[config.mk]
export PLATFORM = sky130hd
export DESIGN_NAME = stream_pipe_stage
export DESIGN_NICKNAME = d
export VERILOG_FILES = /design/src/rtl/pipe_pkg.sv /design/src/rtl/pipe_skid.sv /design/src/rtl/pipe_lite.sv /design/src/rtl/pipe_deep.sv /design/src/rtl/stream_pipe_stage.sv
export SDC_FILE = /design/constraint.sdc
export NUM_CORES = 1
export LEC_CHECK = 0
export BUFFER_PORTS_ARGS = -buffer_cell sky130_fd_sc_hd__buf_2
export CAP_MARGIN = 20
export CORE_ASPECT_RATIO = 1.1
export CORE_MARGIN = 3
export CORE_UTILIZATION = 54
export DETAILED_ROUTE_END_ITERATION = 8
export PLACE_DENSITY = 0.88
export SLEW_MARGIN = 20
export SYNTH_ARGS = -nofsm -noshare
export SYNTH_HDL_FRONTEND = slang
export SYNTH_HIERARCHICAL = 1
export SYNTH_SLANG_ARGS = --single-unit
export TNS_END_PERCENT = 5
[constraint.sdc]
create_clock -name clk -period 3.4 [get_ports clk]
set_clock_uncertainty 0.15 [all_clocks]
set_input_delay 0.51 -clock clk [delete_from_list [all_inputs] [get_ports clk]]
set_output_delay 0.51 -clock clk [all_outputs]
set_load 0.01 [all_outputs]
[src/rtl/pipe_pkg.sv]
package pipe_pkg;
    typedef enum logic [1:0] {
        MODE_FULL   = 2'd0,
        MODE_LITE   = 2'd1,
        MODE_BYPASS = 2'd2,
        MODE_DEEP   = 2'd3
    } stage_mode_e;

    typedef enum logic [1:0] {
        SK_EMPTY = 2'd0,
        SK_ONE   = 2'd1,
        SK_TWO   = 2'd2
    } skid_state_e;

    typedef enum logic {
        LT_EMPTY = 1'b0,
        LT_FULL  = 1'b1
    } lite_state_e;

    localparam int DEEP_STAGES = 3;
endpackage

[src/rtl/pipe_skid.sv]
module pipe_skid #(
    parameter int W = 17
) (
    input  logic         clk,
    input  logic         rst,
    input  logic         s_valid,
    output logic         s_ready,
    input  logic [W-1:0] s_data,
    output logic         m_valid,
    input  logic         m_ready,
    output logic [W-1:0] m_data
);
    import pipe_pkg::*;

    skid_state_e state_q, state_d;
    logic [W-1:0] head_q, spare_q;
    logic in_fire, out_fire;

    assign in_fire  = s_valid && s_ready;
    assign out_fire = m_valid && m_ready;

    // next-state logic
    always_comb begin
        state_d = state_q;
        unique case (state_q)
            SK_EMPTY: if (in_fire) state_d = SK_ONE;                       // fill
            SK_ONE: begin
                if (in_fire && !out_fire)      state_d = SK_TWO;           // park
                else if (!in_fire && out_fire) state_d = SK_EMPTY;         // drain
            end
            SK_TWO:   if (out_fire) state_d = SK_ONE;                      // unpark
            default:  state_d = SK_EMPTY;
        endcase
    end

    // state register
    always_ff @(posedge clk) begin
        if (rst) state_q <= SK_EMPTY;
        else     state_q <= state_d;
    end

    // data registers
    always_ff @(posedge clk) begin
        unique case (state_q)
            SK_EMPTY: if (in_fire) head_q <= s_data;
            SK_ONE: begin
                if (in_fire && out_fire) head_q  <= s_data;
                else if (in_fire)        spare_q <= s_data;
            end
            SK_TWO:   if (out_fire) head_q <= spare_q;
            default:  ;
        endcase
    end

    // outputs
    always_comb begin
        s_ready = (state_q != SK_TWO);
        m_valid = (state_q != SK_EMPTY);
        m_data  = head_q;
    end

    assert_hold_stable_R8: assert property (@(posedge clk) disable iff (rst)
        (m_valid && !m_ready) |=> (m_valid && $stable(m_data)));

    assert_one_cycle_R1: assert property (@(posedge clk) disable iff (rst)
        (s_valid && s_ready) |=> m_valid);
endmodule

[src/rtl/pipe_lite.sv]
module pipe_lite #(
    parameter int W = 17
) (
    input  logic         clk,
    input  logic         rst,
    input  logic         s_valid,
    output logic         s_ready,
    input  logic [W-1:0] s_data,
    output logic         m_valid,
    input  logic         m_ready,
    output logic [W-1:0] m_data
);
    import pipe_pkg::*;

    lite_state_e state_q, state_d;
    logic [W-1:0] hold_q;

    always_comb begin
        state_d = state_q;
        unique case (state_q)
            LT_EMPTY: if (s_valid) state_d = LT_FULL;   // load
            LT_FULL:  if (m_ready) state_d = LT_EMPTY;  // unload
            default:  state_d = LT_EMPTY;
        endcase
    end

    always_ff @(posedge clk) begin
        if (rst) state_q <= LT_EMPTY;
        else     state_q <= state_d;
    end

    always_ff @(posedge clk) begin
        if (state_q == LT_EMPTY && s_valid) hold_q <= s_data;
    end

    always_comb begin
        s_ready = (state_q == LT_EMPTY);
        m_valid = (state_q == LT_FULL);
        m_data  = hold_q;
    end

    assert_bubble_R4: assert property (@(posedge clk) disable iff (rst)
        (s_valid && s_ready) |=> !s_ready);

    assert_hold_stable_R8: assert property (@(posedge clk) disable iff (rst)
        (m_valid && !m_ready) |=> (m_valid && $stable(m_data)));
endmodule

[src/rtl/pipe_deep.sv]
module pipe_deep #(
    parameter int W = 17
) (
    input  logic         clk,
    input  logic         rst,
    input  logic         s_valid,
    output logic         s_ready,
    input  logic [W-1:0] s_data,
    output logic         m_valid,
    input  logic         m_ready,
    output logic [W-1:0] m_data
);
    localparam int N = pipe_pkg::DEEP_STAGES;

    logic         v [N+1];
    logic         r [N+1];
    logic [W-1:0] d [N+1];

    assign v[0]    = s_valid;
    assign d[0]    = s_data;
    assign s_ready = r[0];
    assign m_valid = v[N];
    assign m_data  = d[N];
    assign r[N]    = m_ready;

    for (genvar k = 0; k < N; k++) begin : g_hop
        pipe_skid #(.W(W)) u_hop (
            .clk    (clk),
            .rst    (rst),
            .s_valid(v[k]),
            .s_ready(r[k]),
            .s_data (d[k]),
            .m_valid(v[k+1]),
            .m_ready(r[k+1]),
            .m_data (d[k+1])
        );
    end
endmodule

[src/rtl/stream_pipe_stage.sv]
module stream_pipe_stage #(
    parameter int                    DATA_W = 16,
    parameter pipe_pkg::stage_mode_e MODE   = pipe_pkg::MODE_FULL
) (
    input  logic              clk,
    input  logic              rst,
    input  logic              s_valid,
    output logic              s_ready,
    input  logic [DATA_W-1:0] s_data,
    input  logic              s_last,
    output logic              m_valid,
    input  logic              m_ready,
    output logic [DATA_W-1:0] m_data,
    output logic              m_last
);
    import pipe_pkg::*;

    localparam int W = DATA_W + 1;

    logic [W-1:0] in_beat, out_beat;

    assign in_beat = {s_last, s_data};
    assign {m_last, m_data} = out_beat;

    if (MODE == MODE_BYPASS) begin : g_wire
        assign m_valid  = s_valid;
        assign out_beat = in_beat;
        assign s_ready  = m_ready;
    end else if (MODE == MODE_LITE) begin : g_lite
        pipe_lite #(.W(W)) u_core (
            .clk(clk), .rst(rst),
            .s_valid(s_valid), .s_ready(s_ready), .s_data(in_beat),
            .m_valid(m_valid), .m_ready(m_ready), .m_data(out_beat)
        );
    end else if (MODE == MODE_DEEP) begin : g_deep
        pipe_deep #(.W(W)) u_core (
            .clk(clk), .rst(rst),
            .s_valid(s_valid), .s_ready(s_ready), .s_data(in_beat),
            .m_valid(m_valid), .m_ready(m_ready), .m_data(out_beat)
        );
    end else begin : g_full
        pipe_skid #(.W(W)) u_core (
            .clk(clk), .rst(rst),
            .s_valid(s_valid), .s_ready(s_ready), .s_data(in_beat),
            .m_valid(m_valid), .m_ready(m_ready), .m_data(out_beat)
        );
    end

    assert_reset_clears_R9: assert property (@(posedge clk)
        (rst && MODE != MODE_BYPASS) |=> !m_valid);
endmodule

### After elaboration in Yosys (flattened, before gate mapping)

Cells that the tools add are included.

| operators by class | value |
|---|---|
| equal/unequal tests | 7 |
| mux-type cells | 9 |
| bitwise gates (word level) | 1 |
| reductions and logical operators | 13 |

Operators with widths:

| operator | count |
|---|---|
| $mux 17 | 3 |
| $pmux 17 s3 | 1 |
| $mux 2 | 4 |
| $ne 2x1->1 const B | 3 |
| $pmux 2 s3 | 1 |
| $reduce_and 3->1 | 2 |
| $logic_and 1x1->1 | 5 |
| $reduce_and 4->1 | 1 |
| $ne 3x1->1 const B | 1 |
| $reduce_bool 3->1 | 1 |
| $eq 2x1->1 const B | 1 |
| $eq 2x2->1 const B | 1 |
| $logic_not 1->1 | 2 |
| $logic_not 2->1 | 1 |
| $ne 2x2->1 const B | 1 |
| $reduce_bool 2->1 | 1 |
| $not 1->1 | 1 |

| storage, ports and cells | value |
|---|---|
| register bits | 36 |
| output and inout port bits | 19 |
| logic and storage cells | 33 |

### Longest topological paths before layout

| logic depth | value |
|---|---|
| word-level depth | 7 |
| gate-level depth with buffers | 5 |

### Worst setup path before layout

Ideal clock, no wire load.

| path | value |
|---|---|
| path kind | input to register |
| from | input port m_ready |
| to | register g_full.u_core.spare_q[0], enable pin |
| setup time | 0.390 ns |
| arrival time | 1.387 ns |
| data required time | 2.860 ns |
| slack | 1.472 ns |
| stages | 2 |
| path buffers | 0 |
| cell sequence | nand2b_1 nor2_1 |

| between the ends | value |
|---|---|
| word-level cells in the longest chain between the ends | 4 |

RTL lines:

| element | RTL line | source |
|---|---|---|
| from (decl) | stream_pipe_stage.sv:12 | `input logic m_ready,` |
| $logic_and 1x1->1 | pipe_skid.sv:20 | `assign out_fire = m_valid && m_ready;` |
| $logic_and 1x1->1 | pipe_skid.sv:47 | `if (in_fire && out_fire) head_q <= s_data;` |
| $not 1->1 (no source line) | - |  |
| $reduce_and 3->1 (no source line) | - |  |
| to (signal assigned) | pipe_skid.sv:48 | `else if (in_fire) spare_q <= s_data;` |
| to (decl) | pipe_skid.sv:16 | `logic [W-1:0] head_q, spare_q;` |

Every way passes these cells.
A chain may end at the register's enable or synchronous reset.

### Worst setup path after layout

| path | value |
|---|---|
| from | register g_full.u_core.state_q[1] |
| to | output port s_ready |

| between the ends | value |
|---|---|
| word-level cells in the longest chain between the ends | 1 |

RTL lines:

| element | RTL line | source |
|---|---|---|
| from (decl) | pipe_skid.sv:15 | `skid_state_e state_q, state_d;` |
| from (signal assigned) | pipe_skid.sv:39 | `else state_q <= state_d;` |
| $ne 2x2->1 | pipe_skid.sv:57 | `s_ready = (state_q != SK_TWO);` |
| to (decl) | stream_pipe_stage.sv:8 | `output logic s_ready,` |

Every way passes these cells.

==> metrics.md <==
| Metric | Value |
|---|---|
| Final non-filler cell total | 147 |
| Static leakage | 0.656 nW |
| Data arrival, critical path | 1.67 ns |
| Antenna Nets Post-Route | 0 |
| DRC | 0 |
| CP delay by family, top | buffers and inverters |
| CP cell instances | nor2b_2 -> buf_4 -> inv_1 -> buf_2 |
| Worst-path maximum fanout | 11 |
| IO Pins | 40 |
| CP Class | flip-flop to output port |
| Busiest grt layer | met2 |
| Total Wirelength | 2.16 mm |
| Largest net degree at the start of global routing | 18 |
| # hold bufs at CTS | 0 |
| Final worst-path cycle share | 0.686 |
| DRT iter0 DRCs | 21 |
| Synthesized area | 1400 sq um |
| Synthesized instance count | 70 |
| Slowest CP cell | nor2b_2 |
| Post-Place Cells | 139 |
| Synthesized netlist net count | 91 |
| Crit-path max cell delay | 0.45 ns |
| Detailed placer's ending HPWL | 1.59 mm |
| Synth area leader | edfxtp_1 |
| Critical Path RT | 2.74 ns |
| Seq cells post-synth | 36 |
| FMAX | 429 MHz |
| Clk sinks | 36 |
| Antenna Cells | 0 |
| Outcome | completed |
| Via count | 736 |
| Largest cells by area after synthesis | edfxtp_1 73%, mux2_4 8.6%, mux2_2 7.3% |
| FP Rows | 18 |
| Final TNS setup | 0 ns |
| CTS H-tree depth | 2 |
| Num CTS Buffers | 5 |
| Clock latency on the worst-skew pair | 0.32 ns |
| Starting Density | 0.597 |
| M3 GR Usage | 0.0504 |
| Vias in the first global route | 752 |
| Final-stage net count | 137 |
| Clk pin slew, worst setup/hold paths | 0.09 ns |
| Layout cell share with drive strength beyond 1 | 0.564 |
| PostCTS Resize Cnt | 0 |
| Die area | 3240 sq um |
| Hold Path Class | input port to flip-flop |
| Avg Inst Size Synth | 20.0 sq um |
| Met2 GRT Util | 0.231 |
| Worst vdd ir | 332 uV |
| Fillers | 160 |
| Via/cell ratio | 5.01 |
| Initial antenna violation count | 0 |
| Yosys cell types | 18 |
| Crit start category | flip-flop |
| Pwr dens | 494 nW/um^2 |
| P&R area growth vs syn | 19.7% |
| CTS Root Cell | clkbuf_4 |
| Post-CTS Setup Repair Bufs | 0 |
| Worst path bufs/invs | 3 |
| Area share of the largest cell type after synthesis | 0.731 |
| Min Tclk post-route | 2.33 ns |
| Relative slew slack | 0.543 |
| Worst-margin pin slew | 0.684 ns |
| GR Util All Layers | 0.160 |
| CTS max path bufs | 2 |
| Sequential fraction of the synthesis area | 0.759 |
| Die W | 54.5 um |
| Drt first pass iters | 4 |
| Input/output buffers | 39 |
| First-pass GRT wire length | 3.47 mm |
| GR Util met1 | 0.207 |
| Max-cap violations | 0 |
| TritonCTS clock tree | built |
| Core Area | 2340 sq um |
| Worst setup EP type | output port |
| Synth Warn # | 6 |
| Unrepaired setup endpoints after global routing | false |
| GR Overflow Total | 0 |
| # setup viols final | 0 |
| Wire length per cell | 14.7 um |
| Slew Limit Fails | 0 |
| Die Ht | 59.4 um |
| Final hold violations | 0 |
| Gpl congestion | 0.664 |
==> registers in the layout, indices dropped and copies added, names as in the netlist <==
signal and flops:
g_full.u_core/spare_q 17, g_full.u_core/state_q 2, g_full.u_core/m_data 17
==> worst paths after layout <==
check	slack (ns)	from	cells after the start	end
worst max-delay path	1.07	g_full.u_core/state_q[1]$_SDFFE_PP0P_	4	s_ready
worst min-delay path	0.21	rst	2	g_full.u_core/state_q[1]$_SDFFE_PP0P_
worst max register to register	1.47	g_full.u_core/state_q[1]$_SDFFE_PP0P_	3	g_full.u_core/m_data[14]$_DFFE_PP_
worst min register to register	0.41	g_full.u_core/spare_q[0]$_DFFE_PP_	1	g_full.u_core/m_data[0]$_DFFE_PP_
==> layout by cell type (no fill, tap or decap) <==
cell,n
buf_2,39
a21o_1,1
nand2_1,3
nor2b_2,1
inv_1,1
buf_4,2
a21oi_1,1
clkbuf_1,2
clkbuf_4,5
nand2b_1,2
dfxtp_1,2
a31oi_1,1
and2b_1,1
mux2_2,9
or2_2,1
clkbuf_8,1
nor3_1,1
or3_1,1
nor2_1,1
mux2_4,8
edfxtp_1,34
==> power by group <==
group | switching [mW] | internal (mW)
sequential | 0.00640 | 0.515
clock | 0.122 | 0.102
combinational | 0.0424 | 0.0389
==> logic make-up (layout without fill, tap and decap cells) <==
logic type,count (synthesis),in the layout,share of synthesized area
AOI/OAI and AO/OA,3,3,0.0134
buffers and inverters,3,50,0.0251
DFF,36,36,0.759
muxes,17,17,0.158
and+or+nand+nor,11,11,0.0439
==> worst reg2reg max path, cell delays in order, from the launching register on <==
cell	delay, ns
dfxtp_1	0.41
nor2b_2	0.45
buf_4	0.31
mux2_2	0.37
==> cells in the mapped netlist <==
library cell,count
a21o_1,1
a21oi_1,1
a31oi_1,1
and2b_1,1
buf_12,1
buf_6,1
dfxtp_1,2
edfxtp_1,34
inv_1,1
mux2_2,9
mux2_4,8
nand2_1,3
nand2b_1,2
nor2_1,1
nor2b_2,1
nor3_1,1
or2_2,1
or3_1,1
==> per-layer routing <==
metal,vias up,share of wire
li1,362,-
met1,342,0.41
met2,27,0.52
met3,5,0.058
met4,0,0.016
met5,-,0
==> area by class of cell <==
class                           instances  area [sq um]  share of cell area
Clock buffer                            8          58.8              0.0352
Inverter                                1          3.75             0.00224
Multi-Input combinational cell         31           302               0.180
Sequential cell                        36          1060               0.634
Tap cell                               30          37.5              0.0224
Timing Repair Buffer                   41           210               0.126
==> metrics by stage <==
step / hold WS [ns] / util / power (mW) / setup slack [ns] / area [sq um]
floorplan: 0.373 / - / 0.576 / 1.47 / 1400
global placement: 0.379 / 0.689 / 0.610 / 1.50 / 1610
detailed placement: 0.384 / 0.689 / 0.614 / 1.41 / 1610
CTS: 0.193 / 0.714 / 0.837 / 1.04 / 1670
global route: 0.188 / 0.714 / 0.870 / 0.922 / 1670
finish: 0.210 / 0.714 / 0.827 / 1.07 / 1670
(Power assumes the default switching activity.)
